## config.mk

```make
export PLATFORM = sky130hd
export DESIGN_NAME = inwin_decoder
export DESIGN_NICKNAME = d
export VERILOG_FILES = /design/src/rtl/inwin_pkg.sv /design/src/rtl/inwin_regs.sv /design/src/rtl/inwin_match.sv /design/src/rtl/inwin_pick.sv /design/src/rtl/inwin_decoder.sv
export SDC_FILE = /design/constraint.sdc
export NUM_CORES = 1
export LEC_CHECK = 0
export BUFFER_PORTS_ARGS = -buffer_cell sky130_fd_sc_hd__buf_2
export CAP_MARGIN = 20
export CORE_MARGIN = 5
export CORE_UTILIZATION = 60
export CTS_CLUSTER_SIZE = 8
export DETAILED_ROUTE_END_ITERATION = 10
export GPL_TIMING_DRIVEN = 0
export PLACE_DENSITY = 0.84
export SLEW_MARGIN = 20
export SYNTH_ARGS = -nofsm -noshare
export SYNTH_HDL_FRONTEND = slang
export SYNTH_HIERARCHICAL = 1
export SYNTH_SLANG_ARGS = --single-unit
```

## constraint.sdc

```tcl
create_clock -name clk -period 6.4 [get_ports clk]
set_input_delay 0.32 -clock clk [delete_from_list [all_inputs] [get_ports clk]]
set_output_delay 0.32 -clock clk [all_outputs]
set_load 0.01 [all_outputs]
```

## src/rtl/inwin_pkg.sv

```systemverilog
package inwin_pkg;
    // Default geometry of the window decoder
    localparam int unsigned INW_ADDR_W   = 32;
    localparam int unsigned INW_BASE_LSB = 20;  // 1 MB granularity
    localparam int unsigned INW_CODE_W   = 4;
    localparam int unsigned INW_CODE_LSB = 16;
    localparam int unsigned INW_NUM_WIN  = 3;
endpackage

```

## src/rtl/inwin_regs.sv

```systemverilog
module inwin_regs #(
    parameter int unsigned NUM_WIN  = 3,
    parameter int unsigned ADDR_W   = 32,
    parameter int unsigned BASE_LSB = 20,
    parameter int unsigned CODE_W   = 4,
    parameter int unsigned CODE_LSB = 16,
    parameter int unsigned SEL_W    = 2,
    parameter int unsigned BASE_W   = ADDR_W - BASE_LSB
) (
    input  logic                               clk,
    input  logic                               rst_n,
    input  logic                               cfg_we,
    input  logic [SEL_W-1:0]                   cfg_sel,
    input  logic [ADDR_W-1:0]                  cfg_wdata,
    output logic [NUM_WIN-1:0][BASE_W-1:0]     win_base_o,
    output logic [NUM_WIN-1:0][CODE_W-1:0]     win_code_o
);
    typedef struct packed {
        logic [NUM_WIN-1:0][BASE_W-1:0] base;
        logic [NUM_WIN-1:0][CODE_W-1:0] code;
    } bank_t;

    bank_t bank_d, bank_q;

    always_comb begin
        bank_d = bank_q;
        if (cfg_we) begin
            for (int i = 0; i < NUM_WIN; i++) begin
                if (cfg_sel == SEL_W'(i)) begin
                    // low base bits are dropped here: only the 1 MB part is kept
                    bank_d.base[i] = cfg_wdata[ADDR_W-1:BASE_LSB];
                    bank_d.code[i] = cfg_wdata[CODE_LSB +: CODE_W];
                end
            end
        end
    end

    always_ff @(posedge clk) begin
        if (!rst_n) begin
            bank_q.base <= '0;
            bank_q.code <= '1;   // all-ones code: window switched off
        end else begin
            bank_q <= bank_d;
        end
    end

    assign win_base_o = bank_q.base;
    assign win_code_o = bank_q.code;

    AST_BAD_SEL_HOLD: assert property (@(posedge clk) disable iff (!rst_n)
        (cfg_we && (32'(cfg_sel) >= NUM_WIN)) |=> $stable(bank_q));

    AST_RESET_OFF: assert property (@(posedge clk)
        !rst_n |=> (bank_q.code == '1));
endmodule

```

## src/rtl/inwin_match.sv

```systemverilog
module inwin_match #(
    parameter int unsigned ADDR_W   = 32,
    parameter int unsigned BASE_LSB = 20,
    parameter int unsigned CODE_W   = 4,
    parameter int unsigned MAX_CODE = 11,
    parameter int unsigned BASE_W   = ADDR_W - BASE_LSB
) (
    input  logic [BASE_W-1:0] base_i,
    input  logic [CODE_W-1:0] code_i,
    input  logic [ADDR_W-1:0] addr_i,
    output logic              hit_o,
    output logic [ADDR_W-1:0] offset_o
);
    logic              win_en;
    logic [ADDR_W-1:0] span_mask;
    logic [ADDR_W-1:0] base_full;

    always_comb begin
        win_en    = (32'(code_i) <= MAX_CODE);
        span_mask = win_en ? ((ADDR_W'(1) << (BASE_LSB + 32'(code_i))) - ADDR_W'(1))
                           : '0;
        base_full = {base_i, {BASE_LSB{1'b0}}};
        // bits inside the window span are ignored, which aligns the base down
        hit_o     = win_en && (((addr_i ^ base_full) & ~span_mask) == '0);
        offset_o  = hit_o ? (addr_i & span_mask) : '0;
    end
endmodule

```

## src/rtl/inwin_pick.sv

```systemverilog
module inwin_pick #(
    parameter int unsigned NUM_WIN = 3,
    parameter int unsigned ADDR_W  = 32,
    parameter int unsigned IDX_W   = 2
) (
    input  logic [NUM_WIN-1:0]             hit_vec_i,
    input  logic [NUM_WIN-1:0][ADDR_W-1:0] offs_i,
    output logic                           any_hit_o,
    output logic [IDX_W-1:0]               idx_o,
    output logic [ADDR_W-1:0]              addr_o
);
    always_comb begin
        any_hit_o = 1'b0;
        idx_o     = '0;
        addr_o    = '0;
        // walk from the top so the lowest-numbered hit is written last
        for (int i = NUM_WIN - 1; i >= 0; i--) begin
            if (hit_vec_i[i]) begin
                any_hit_o = 1'b1;
                idx_o     = IDX_W'(i);
                addr_o    = offs_i[i];
            end
        end
    end
endmodule

```

## src/rtl/inwin_decoder.sv

```systemverilog
module inwin_decoder
    import inwin_pkg::*;
#(
    parameter int unsigned NUM_WIN  = INW_NUM_WIN,
    parameter int unsigned ADDR_W   = INW_ADDR_W,
    parameter int unsigned BASE_LSB = INW_BASE_LSB,
    parameter int unsigned CODE_W   = INW_CODE_W,
    parameter int unsigned CODE_LSB = INW_CODE_LSB,
    parameter int unsigned IDX_W    = $clog2(NUM_WIN)
) (
    input  logic              clk,
    input  logic              rst_n,
    input  logic              cfg_we,
    input  logic [IDX_W-1:0]  cfg_sel,
    input  logic [ADDR_W-1:0] cfg_wdata,
    input  logic              req_valid,
    input  logic [ADDR_W-1:0] req_addr,
    output logic              rsp_valid,
    output logic              rsp_hit,
    output logic [IDX_W-1:0]  rsp_idx,
    output logic [ADDR_W-1:0] rsp_addr
);
    localparam int unsigned BASE_W   = ADDR_W - BASE_LSB;
    localparam int unsigned MAX_CODE = ADDR_W - BASE_LSB - 1;

    typedef struct packed {
        logic              valid;
        logic              hit;
        logic [IDX_W-1:0]  idx;
        logic [ADDR_W-1:0] addr;
    } rsp_t;

    logic [NUM_WIN-1:0][BASE_W-1:0] win_base;
    logic [NUM_WIN-1:0][CODE_W-1:0] win_code;
    logic [NUM_WIN-1:0]             hit_vec;
    logic [NUM_WIN-1:0][ADDR_W-1:0] offs;
    logic                           pick_hit;
    logic [IDX_W-1:0]               pick_idx;
    logic [ADDR_W-1:0]              pick_addr;
    logic                           all_off;
    rsp_t                           rsp_d, rsp_q;

    inwin_regs #(
        .NUM_WIN (NUM_WIN),
        .ADDR_W  (ADDR_W),
        .BASE_LSB(BASE_LSB),
        .CODE_W  (CODE_W),
        .CODE_LSB(CODE_LSB),
        .SEL_W   (IDX_W),
        .BASE_W  (BASE_W)
    ) u_regs (
        .clk       (clk),
        .rst_n     (rst_n),
        .cfg_we    (cfg_we),
        .cfg_sel   (cfg_sel),
        .cfg_wdata (cfg_wdata),
        .win_base_o(win_base),
        .win_code_o(win_code)
    );

    for (genvar g = 0; g < NUM_WIN; g++) begin : g_win
        inwin_match #(
            .ADDR_W  (ADDR_W),
            .BASE_LSB(BASE_LSB),
            .CODE_W  (CODE_W),
            .MAX_CODE(MAX_CODE),
            .BASE_W  (BASE_W)
        ) u_match (
            .base_i  (win_base[g]),
            .code_i  (win_code[g]),
            .addr_i  (req_addr),
            .hit_o   (hit_vec[g]),
            .offset_o(offs[g])
        );
    end

    inwin_pick #(
        .NUM_WIN(NUM_WIN),
        .ADDR_W (ADDR_W),
        .IDX_W  (IDX_W)
    ) u_pick (
        .hit_vec_i(hit_vec),
        .offs_i   (offs),
        .any_hit_o(pick_hit),
        .idx_o    (pick_idx),
        .addr_o   (pick_addr)
    );

    always_comb begin
        all_off = 1'b1;
        for (int i = 0; i < NUM_WIN; i++) begin
            if (32'(win_code[i]) <= MAX_CODE) all_off = 1'b0;
        end
    end

    always_comb begin
        rsp_d = '0;
        if (req_valid) begin
            rsp_d.valid = 1'b1;
            rsp_d.hit   = pick_hit;
            rsp_d.idx   = pick_idx;
            rsp_d.addr  = pick_addr;
        end
    end

    always_ff @(posedge clk) begin
        if (!rst_n) rsp_q <= '0;
        else        rsp_q <= rsp_d;
    end

    assign rsp_valid = rsp_q.valid;
    assign rsp_hit   = rsp_q.hit;
    assign rsp_idx   = rsp_q.idx;
    assign rsp_addr  = rsp_q.addr;

    AST_RESP_LATENCY: assert property (@(posedge clk) disable iff (!rst_n)
        req_valid |=> rsp_valid);
    AST_NO_SPURIOUS: assert property (@(posedge clk) disable iff (!rst_n)
        !req_valid |=> !rsp_valid);
    AST_IDLE_QUIET: assert property (@(posedge clk) disable iff (!rst_n)
        !rsp_valid |-> (!rsp_hit && rsp_idx == '0 && rsp_addr == '0));
    AST_MISS_CLEAR: assert property (@(posedge clk) disable iff (!rst_n)
        (rsp_valid && !rsp_hit) |-> (rsp_idx == '0 && rsp_addr == '0));
    AST_IDX_RANGE: assert property (@(posedge clk) disable iff (!rst_n)
        rsp_hit |-> (32'(rsp_idx) < NUM_WIN));
    AST_LOW_WINS: assert property (@(posedge clk) disable iff (!rst_n)
        (req_valid && hit_vec[0]) |=> (rsp_hit && rsp_idx == '0));
    AST_OFFSET_SPAN: assert property (@(posedge clk) disable iff (!rst_n)
        rsp_hit |-> (rsp_addr[ADDR_W-1] == 1'b0));
    AST_ALL_OFF_MISS: assert property (@(posedge clk) disable iff (!rst_n)
        (req_valid && all_off) |=> !rsp_hit);
endmodule

```

==> summary.md, run 1 <==
| Metric | Value |
|---|---|
| Syn Inst Count | `729` |
| Synth warnings | `6` |
| Worst-path fanout max | `11` |
| Ys async rst share | `0%` |
| Yosys reg bits | `between 80 and 90` |
| Clock Sinks | `84` |
| Commonest non-fill, non-tap cell in the layout | `buf_2` |
| FILL cells | `slightly above 800` |
| Root Driver | `clkbuf_8` |
| Clock Tree Buf Depth | `2` |
| Multi-input gate area | `around 4100 um2` |
| Top cell type's share of synthesized area | `26.33%` |
| Post-synthesis sequential area ratio | `26.33%` |
| Initial Utilization | `between 60% and 70%` |
| Max Slew Vio Count | `0` |
| Netlist Area Pre-Place | `6386 um2` |
| Site Rows | `37` |
| Die Width | `113.2 um` |
| Commonest cells after routing, fill and taps aside | `106 x buf_2, 84 x dfxtp_1, 83 x nand2_1` |
| H-tree levels | `3` |
| Minimum clock period | `between 3000 and 4000 ps` |
| Port buffer count | `89` |
| Io pins | `106` |
| Non-filler cells, final | `970` |
| CP startpoint kind | `register` |
| Required @ worst endpoint | `6660 ps` |
| Largest net degree at the start of global routing | `16` |
| Cells after DPL | `954` |
| Fmax | `about 260 MHz` |
| Area contributors post-synth | `dfxtp_1 26%, a21oi_2 8.0%, mux2i_1 7.8%` |
| Clock tree from TritonCTS | `yes` |
| Register area | `1682 um2` |
| Die height | `between 100 and 150 um` |
| Resized Gates After CTS | `0` |
| Share of layout cells above drive strength 1 | `28.54%` |
| Residual DRC | `0` |
| Hold buffer count at cts | `0` |
| Initial DRT Pass Iterations | `8` |
| Vias per std cell | `roughly 6` |
| Final core occ | `a little over two thirds` |
| Synth area leader | `dfxtp_1` |
| Mapped Nets | `814` |
| Pwr dens | `160.8 nW/um2` |
| Worst EP arrival | `4040 ps` |
| Final non-filler cell area | `7234 um2` |
| Clock latency on the worst-skew pair | `between 300 and 400 ps` |
| Antenna cell count | `0` |
| Max_slew headroom | `54.45%` |
| WL/cell | `18.09 um` |
| Worst min-delay path category | `input pin to register` |
| Post-CTS Setup Bufs | `0` |
| Slew @ Worst Pin | `683.3 ps` |
| Placed inst area | `between 7000 and 8000 um2` |
| Die area | `between 10000 and 15000 um2` |
| Initial antenna violation count | `0` |
| Total power | `between 1 and 1.5 mW` |
| Global Route Usage Sum | `27.41%` |
| Final HPWL DP | `13630 um` |
| Vias in the first global route | `5746` |
| Final Hold Vio Count | `0` |
| Gr ovfl total | `0` |
| Critical path start-end classification | `register to register` |
| Leakage | `3.253 nW` |
| Layout Area Growth over Synthesis | `13.28%` |
| Iteration-0 DRC Markers | `about 500` |
| Maximum vdd drop | `between 0.1 and 0.15 mV` |
| Setup Viol. Count Final | `0` |
| Top_reg_cell synth | `dfxtp_1` |
| First-pass GRT wire length | `28750 um` |
| Max_cap viols | `0` |
| Drt total wl | `17550 um` |
| Cts bufs inserted | `9` |
| RSZ-0062 raised after global routing | `false` |
| Placer Congestion | `0.9454` |
| Fin Setup TNS | `0 ps` |
| Final period util | `59.04%` |
| Setup crit end kind | `register` |
| Yosys cell types | `60` |
| Vias | `5821` |
| Setup Skew | `14.44 ps` |
| Layout Nets | `914` |
| Status | `completed` |
| Clock transition at path regs | `around 90 ps` |
| Core ar. | `10370 um2` |
| Synthesized area per cell | `8.760 um2` |
| Final antenna-violating net count | `0` |
| Number of flops mapped to enable cells by yosys | `0` |
final timing paths:
path	startpoint	to	slack (ps)	cells past startpoint
min reg2reg	u_regs/win_base_o[18]$_SDFFE_PN0P_	u_regs/win_base_o[18]$_SDFFE_PN0P_	480	2
min	cfg_wdata[16]	u_regs/win_code_o[4]$_SDFFE_PN1P_	240	3
max reg2reg	u_regs/win_code_o[2]$_SDFFE_PN1P_	rsp_addr[12]$_SDFF_PN0_	2620	12
max	u_regs/win_code_o[2]$_SDFFE_PN1P_	rsp_addr[12]$_SDFF_PN0_	2620	12
per-layer routing:
layer	global-route usage, %	up-vias	wire (um)
met1	34.02	2761	7255
met2	47.95	282	8584
met5	0	-	0
met4	8.734	0	372
met3	5.027	43	1337
li1	-	2735	-
registers in the layout, indices dropped and copies added (netlist names):
register and count:
rsp_valid 1, u_regs/win_code_o 12, u_regs/win_base_o 36, rsp_idx 2, rsp_hit 1, rsp_addr 32
stage by stage:
stage          hold slack (ps)  worst slack, ps
2_1_floorplan            446.5             3375
3_3_place_gp             456.5             2790
3_5_place_dp             466.2             2752
4_1_cts                  225.9             2709
5_1_grt                  241.8             2391
6_report                 241.7             2622
area by class of cell:
type | instances | share of cell area, %
clock buffer | 10 | 1.902
sequential | 84 | 23.24
timing repair buffer | 89 | 6.157
tap | 136 | 2.352
multi-input combinational | 567 | 56.87
clock inverter | 6 | 1.314
inverter | 15 | 0.7783
buffer | 63 | 7.385
where the power goes:
part	internal, mW	leakage (nW)	switching (mW)	total [mW]
sequential	0.533	0.681	0.0128	0.546
clock	0.234	0.117	0.198	0.432
combinational	0.0746	2.45	0.111	0.186
kinds of logic after synthesis:
logic type | count (synthesis) | share of synthesized area [%]
adder cells (fa/ha/maj) | 15 | 2.939
buffers and inverters | 78 | 9.248
AO/OA/AOI/OAI | 107 | 13.40
multiplexers | 50 | 7.837
XOR/XNOR | 42 | 5.760
flip-flops | 84 | 26.33
other | 3 | 0.1763
AND/OR/NAND/NOR | 350 | 34.31
Yosys cell counts (all sizes together), types with 10 or more instances:
| master | number |
|---|---|
| buf | 46 |
| and3 | 35 |
| nor4 | 10 |
| nand3b | 35 |
| ha | 15 |
| mux2i | 50 |
| nor2b | 35 |
| and2b | 20 |
| xnor2 | 15 |
| nor3b | 44 |
| nand2 | 83 |
| clkbuf | 15 |
| dfxtp | 84 |
| o21ai | 15 |
| a21oi | 69 |
| inv | 15 |
| nor2 | 14 |
| xor2 | 27 |
| nor3 | 38 |
critical path, cell delays in order (launching register included):
cell	delay, ps
dfxtp_1	570
inv_1	150
ha_1	460
inv_1	120
nor3b_1	510
o2111a_1	310
nand4_2	190
buf_2	250
nor2_1	300
clkbuf_1	400
and2b_1	210
a21oi_2	40
and3_1	170
(Power assumes the default switching activity.)
==> run 2: changes to the inputs <==
Settings changed: CORE_UTILIZATION 60 to 58, PLACE_DENSITY 0.84 to 0.82.
Clock period 6.4 ns to 3.6 ns, I/O delays scaled along.
==> run 2 against run 1 <==
Clock power rose by 58%. Power rose by 70%. Cell area fell by 0.12%. Cell count rose by 0.41%. Core utilization fell by 2.8 points. Worst hold slack got worse by 150 ps. Maximum frequency rose by 8.7%. Register-to-register slack got worse by 2500 ps. Flip-flop and latch count did not move. First-iteration DRC count rose by 18%. Critical path type unchanged. Largest cell class unchanged. Highest routed layer unchanged.
==> summary.md, run 2 (same netlist as run 1, synthesis figures left out) <==
| Metric | Value |
|---|---|
| Iteration-0 DRC Markers | `591 (was 502)` |
| Io pins | `106 (unchanged)` |
| Worst-path fanout max | `11 (unchanged)` |
| Setup crit end kind | `register (unchanged)` |
| Fmax | `287.8 MHz (was 264.7 MHz)` |
| Slowest cell on crit path | `or4b_1 (was dfxtp_1)` |
| Required @ worst endpoint | `3930 ps (was 6660 ps)` |
| Clock Tree Buf Depth | `2 (unchanged)` |
| Layout Nets | `914 (unchanged)` |
| Commonest cells after routing, fill and taps aside | `106 x buf_2, 83 x nand2_1, 82 x dfxtp_1 (was 106 x buf_2, 84 x dfxtp_1, 83 x nand2_1)` |
| Clock latency on the worst-skew pair | `380 ps (was 360 ps)` |
| Setup Skew | `11.53 ps (was 14.44 ps)` |
| Root Driver | `clkbuf_8 (unchanged)` |
| Reg2reg setup slack | `130 ps (was 2620 ps)` |
| CP startpoint kind | `register (unchanged)` |
| Max_slew headroom | `55.47% (was 54.45%)` |
| Site Rows | `38 (was 37)` |
| Placer Congestion | `1.010 (was 0.9454)` |
| Initial Utilization | `59.17% (was 61.58%)` |
| Core ar. | `10790 um2 (was 10370 um2)` |
| Vias | `5714 (was 5821)` |
| Final HPWL DP | `13650 um (was 13630 um)` |
| Residual DRC | `0 (unchanged)` |
| Most used cell, CP | `a21oi_2 (was inv_1)` |
| Cell count of the worst hold path | `3 (unchanged)` |
| WL/cell | `18.04 um (was 18.09 um)` |
| Die Width | `114.9 um (was 113.2 um)` |
| Slew @ Worst Pin | `668.0 ps (was 683.3 ps)` |
| Minimum clock period | `3475 ps (was 3778 ps)` |
| Die height | `114.9 um (was 113.2 um)` |
| Critical path start-end classification | `register to register (unchanged)` |
| R2R cell count | `13 (was 12)` |
| Worst EP arrival | `3800 ps (was 4040 ps)` |
| Fin Setup TNS | `0 ps (unchanged)` |
| Clock tree from TritonCTS | `yes (unchanged)` |
| Clock transition at path regs | `90 ps (about the same)` |
| Hold slack final | `87.90 ps (was 241.7 ps)` |
| Critical Path, Cell by Cell | `inv_1, ha_1, or4b_1, o31a_1, o41ai_2, nand4_2, buf_2, nor2_2, buf_6, buf_8, a21oi_2, a21oi_2, and3_1 (was inv_1, ha_1, inv_1, nor3b_1, o2111a_1, nand4_2, buf_2, nor2_1, clkbuf_1, and2b_1, a21oi_2, and3_1)` |
| Maximum vdd drop | `0.2231 mV (was 0.1307 mV)` |
| Drt total wl | `17570 um (was 17550 um)` |
| Vias per std cell | `5.867 (was 6.001)` |
| Max Slew Vio Count | `0 (unchanged)` |
| H-tree levels | `3 (unchanged)` |
| Gr ovfl total | `0 (unchanged)` |
| Die area | `13210 um2 (was 12810 um2)` |
| Leakage | `3.208 nW (was 3.253 nW)` |
| Post-CTS Setup Bufs | `0 (unchanged)` |
| Final period util | `96.52% (was 59.04%)` |
| Max stage delay on crit path | `520 ps (was 570 ps)` |
| Worst min-delay path category | `input pin to register (unchanged)` |
| Pwr dens | `274.4 nW/um2 (was 160.8 nW/um2)` |
| Clock Sinks | `84 (unchanged)` |
| Global Route Usage Sum | `26.95% (was 27.41%)` |
| Status | `completed (unchanged)` |
| Total power | `1.983 mW (was 1.163 mW)` |
| Max_cap viols | `0 (unchanged)` |
| Port buffer count | `89 (unchanged)` |
| Hold buffer count at cts | `0 (unchanged)` |
| Initial antenna violation count | `0 (unchanged)` |
| Setup Viol. Count Final | `0 (unchanged)` |
| Vias in the first global route | `5644 (was 5746)` |
| Layout Area Growth over Synthesis | `13.15% (was 13.28%)` |
| Largest net degree at the start of global routing | `16 (unchanged)` |
| Initial DRT Pass Iterations | `6 (was 8)` |
| First-pass GRT wire length | `28460 um (was 28750 um)` |
| Final antenna-violating net count | `0 (unchanged)` |
| Cts bufs inserted | `9 (unchanged)` |
| Share of layout cells above drive strength 1 | `29.98% (was 28.54%)` |
| Final Hold Vio Count | `0 (unchanged)` |
| Commonest non-fill, non-tap cell in the layout | `buf_2 (unchanged)` |
| Max reg flops | `36 (unchanged)` |
| Antenna cell count | `0 (unchanged)` |
run 2: cell types whose count changed in the layout (fill, tap and decap cells not counted), sizes merged:
cell / change
inv: +1
clkinv: +1
clkbuf: +1
dlymetal6s2s: -2
bufinv: -1
run 2: area by class of cell:
type	count	area (um2)
fillers	878	3567
clock buffers	9	123.9
plain buffers	63	521.8
well taps	140	175.2
multi-input cells	567	4144
clock inverters	7	75.07
flip-flops and latches	84	1684
inverters	15	56.30
repair buffers	89	445.4
run 2: per-stage QoR:
step                std cells  setup WS [ps]  utilization (%)  cell area, um2
CTS                       974          25.17            66.81            7211
finish                    974          125.2            66.95            7226
global route              974         -49.53            66.95            7226
detailed placement        958         -90.34            64.92            7007
global placement          958         -8.015            64.92            7007
floorplan                 729          574.9                -            6386
run 2: path summary, 6_finish.rpt:
kind / start / endpoint
worst max-delay path: u_regs/win_code_o[2]$_SDFFE_PN1P_ / rsp_addr[20]$_SDFF_PN0_
worst min-delay path: cfg_wdata[17] / u_regs/win_code_o[1]$_SDFFE_PN1P_
worst max register to register: u_regs/win_code_o[2]$_SDFFE_PN1P_ / rsp_addr[20]$_SDFF_PN0_
worst min register to register: u_regs/win_base_o[6]$_SDFFE_PN0P_ / u_regs/win_base_o[6]$_SDFFE_PN0P_
run 2: power by group:
group / switching [mW] / internal (mW) / total, mW
logic: 0.197 / 0.133 / 0.330
clock network: 0.358 / 0.325 / 0.682
registers: 0.0222 / 0.948 / 0.970
run 2: worst max-delay path: cells and delay by family, from the launching register on:
kind	cells	cell delay (ps)
and+or+nand+nor	4	1130
DFF	1	460
adders and majority gates	1	440
AOI/OAI and AO/OA	4	630
buffers and inverters	4	760
run 2: repair_timing:
action | CTS | global route
endpoints found under the setup margin | 28 | 34
resized for setup | 4 | 9
gates cloned | 0 | 0
pin swaps | 0 | 1
run 2: layer usage:
| metal | share of wire (%) | vias up | GRT usage (%) |
|---|---|---|---|
| li1 | - | 2739 | - |
| met1 | 41 | 2698 | 33.23 |
| met2 | 49 | 242 | 45.37 |
| met3 | 7.5 | 35 | 4.947 |
| met4 | 2.4 | 0 | 12.75 |
| met5 | 0 | - | 0 |
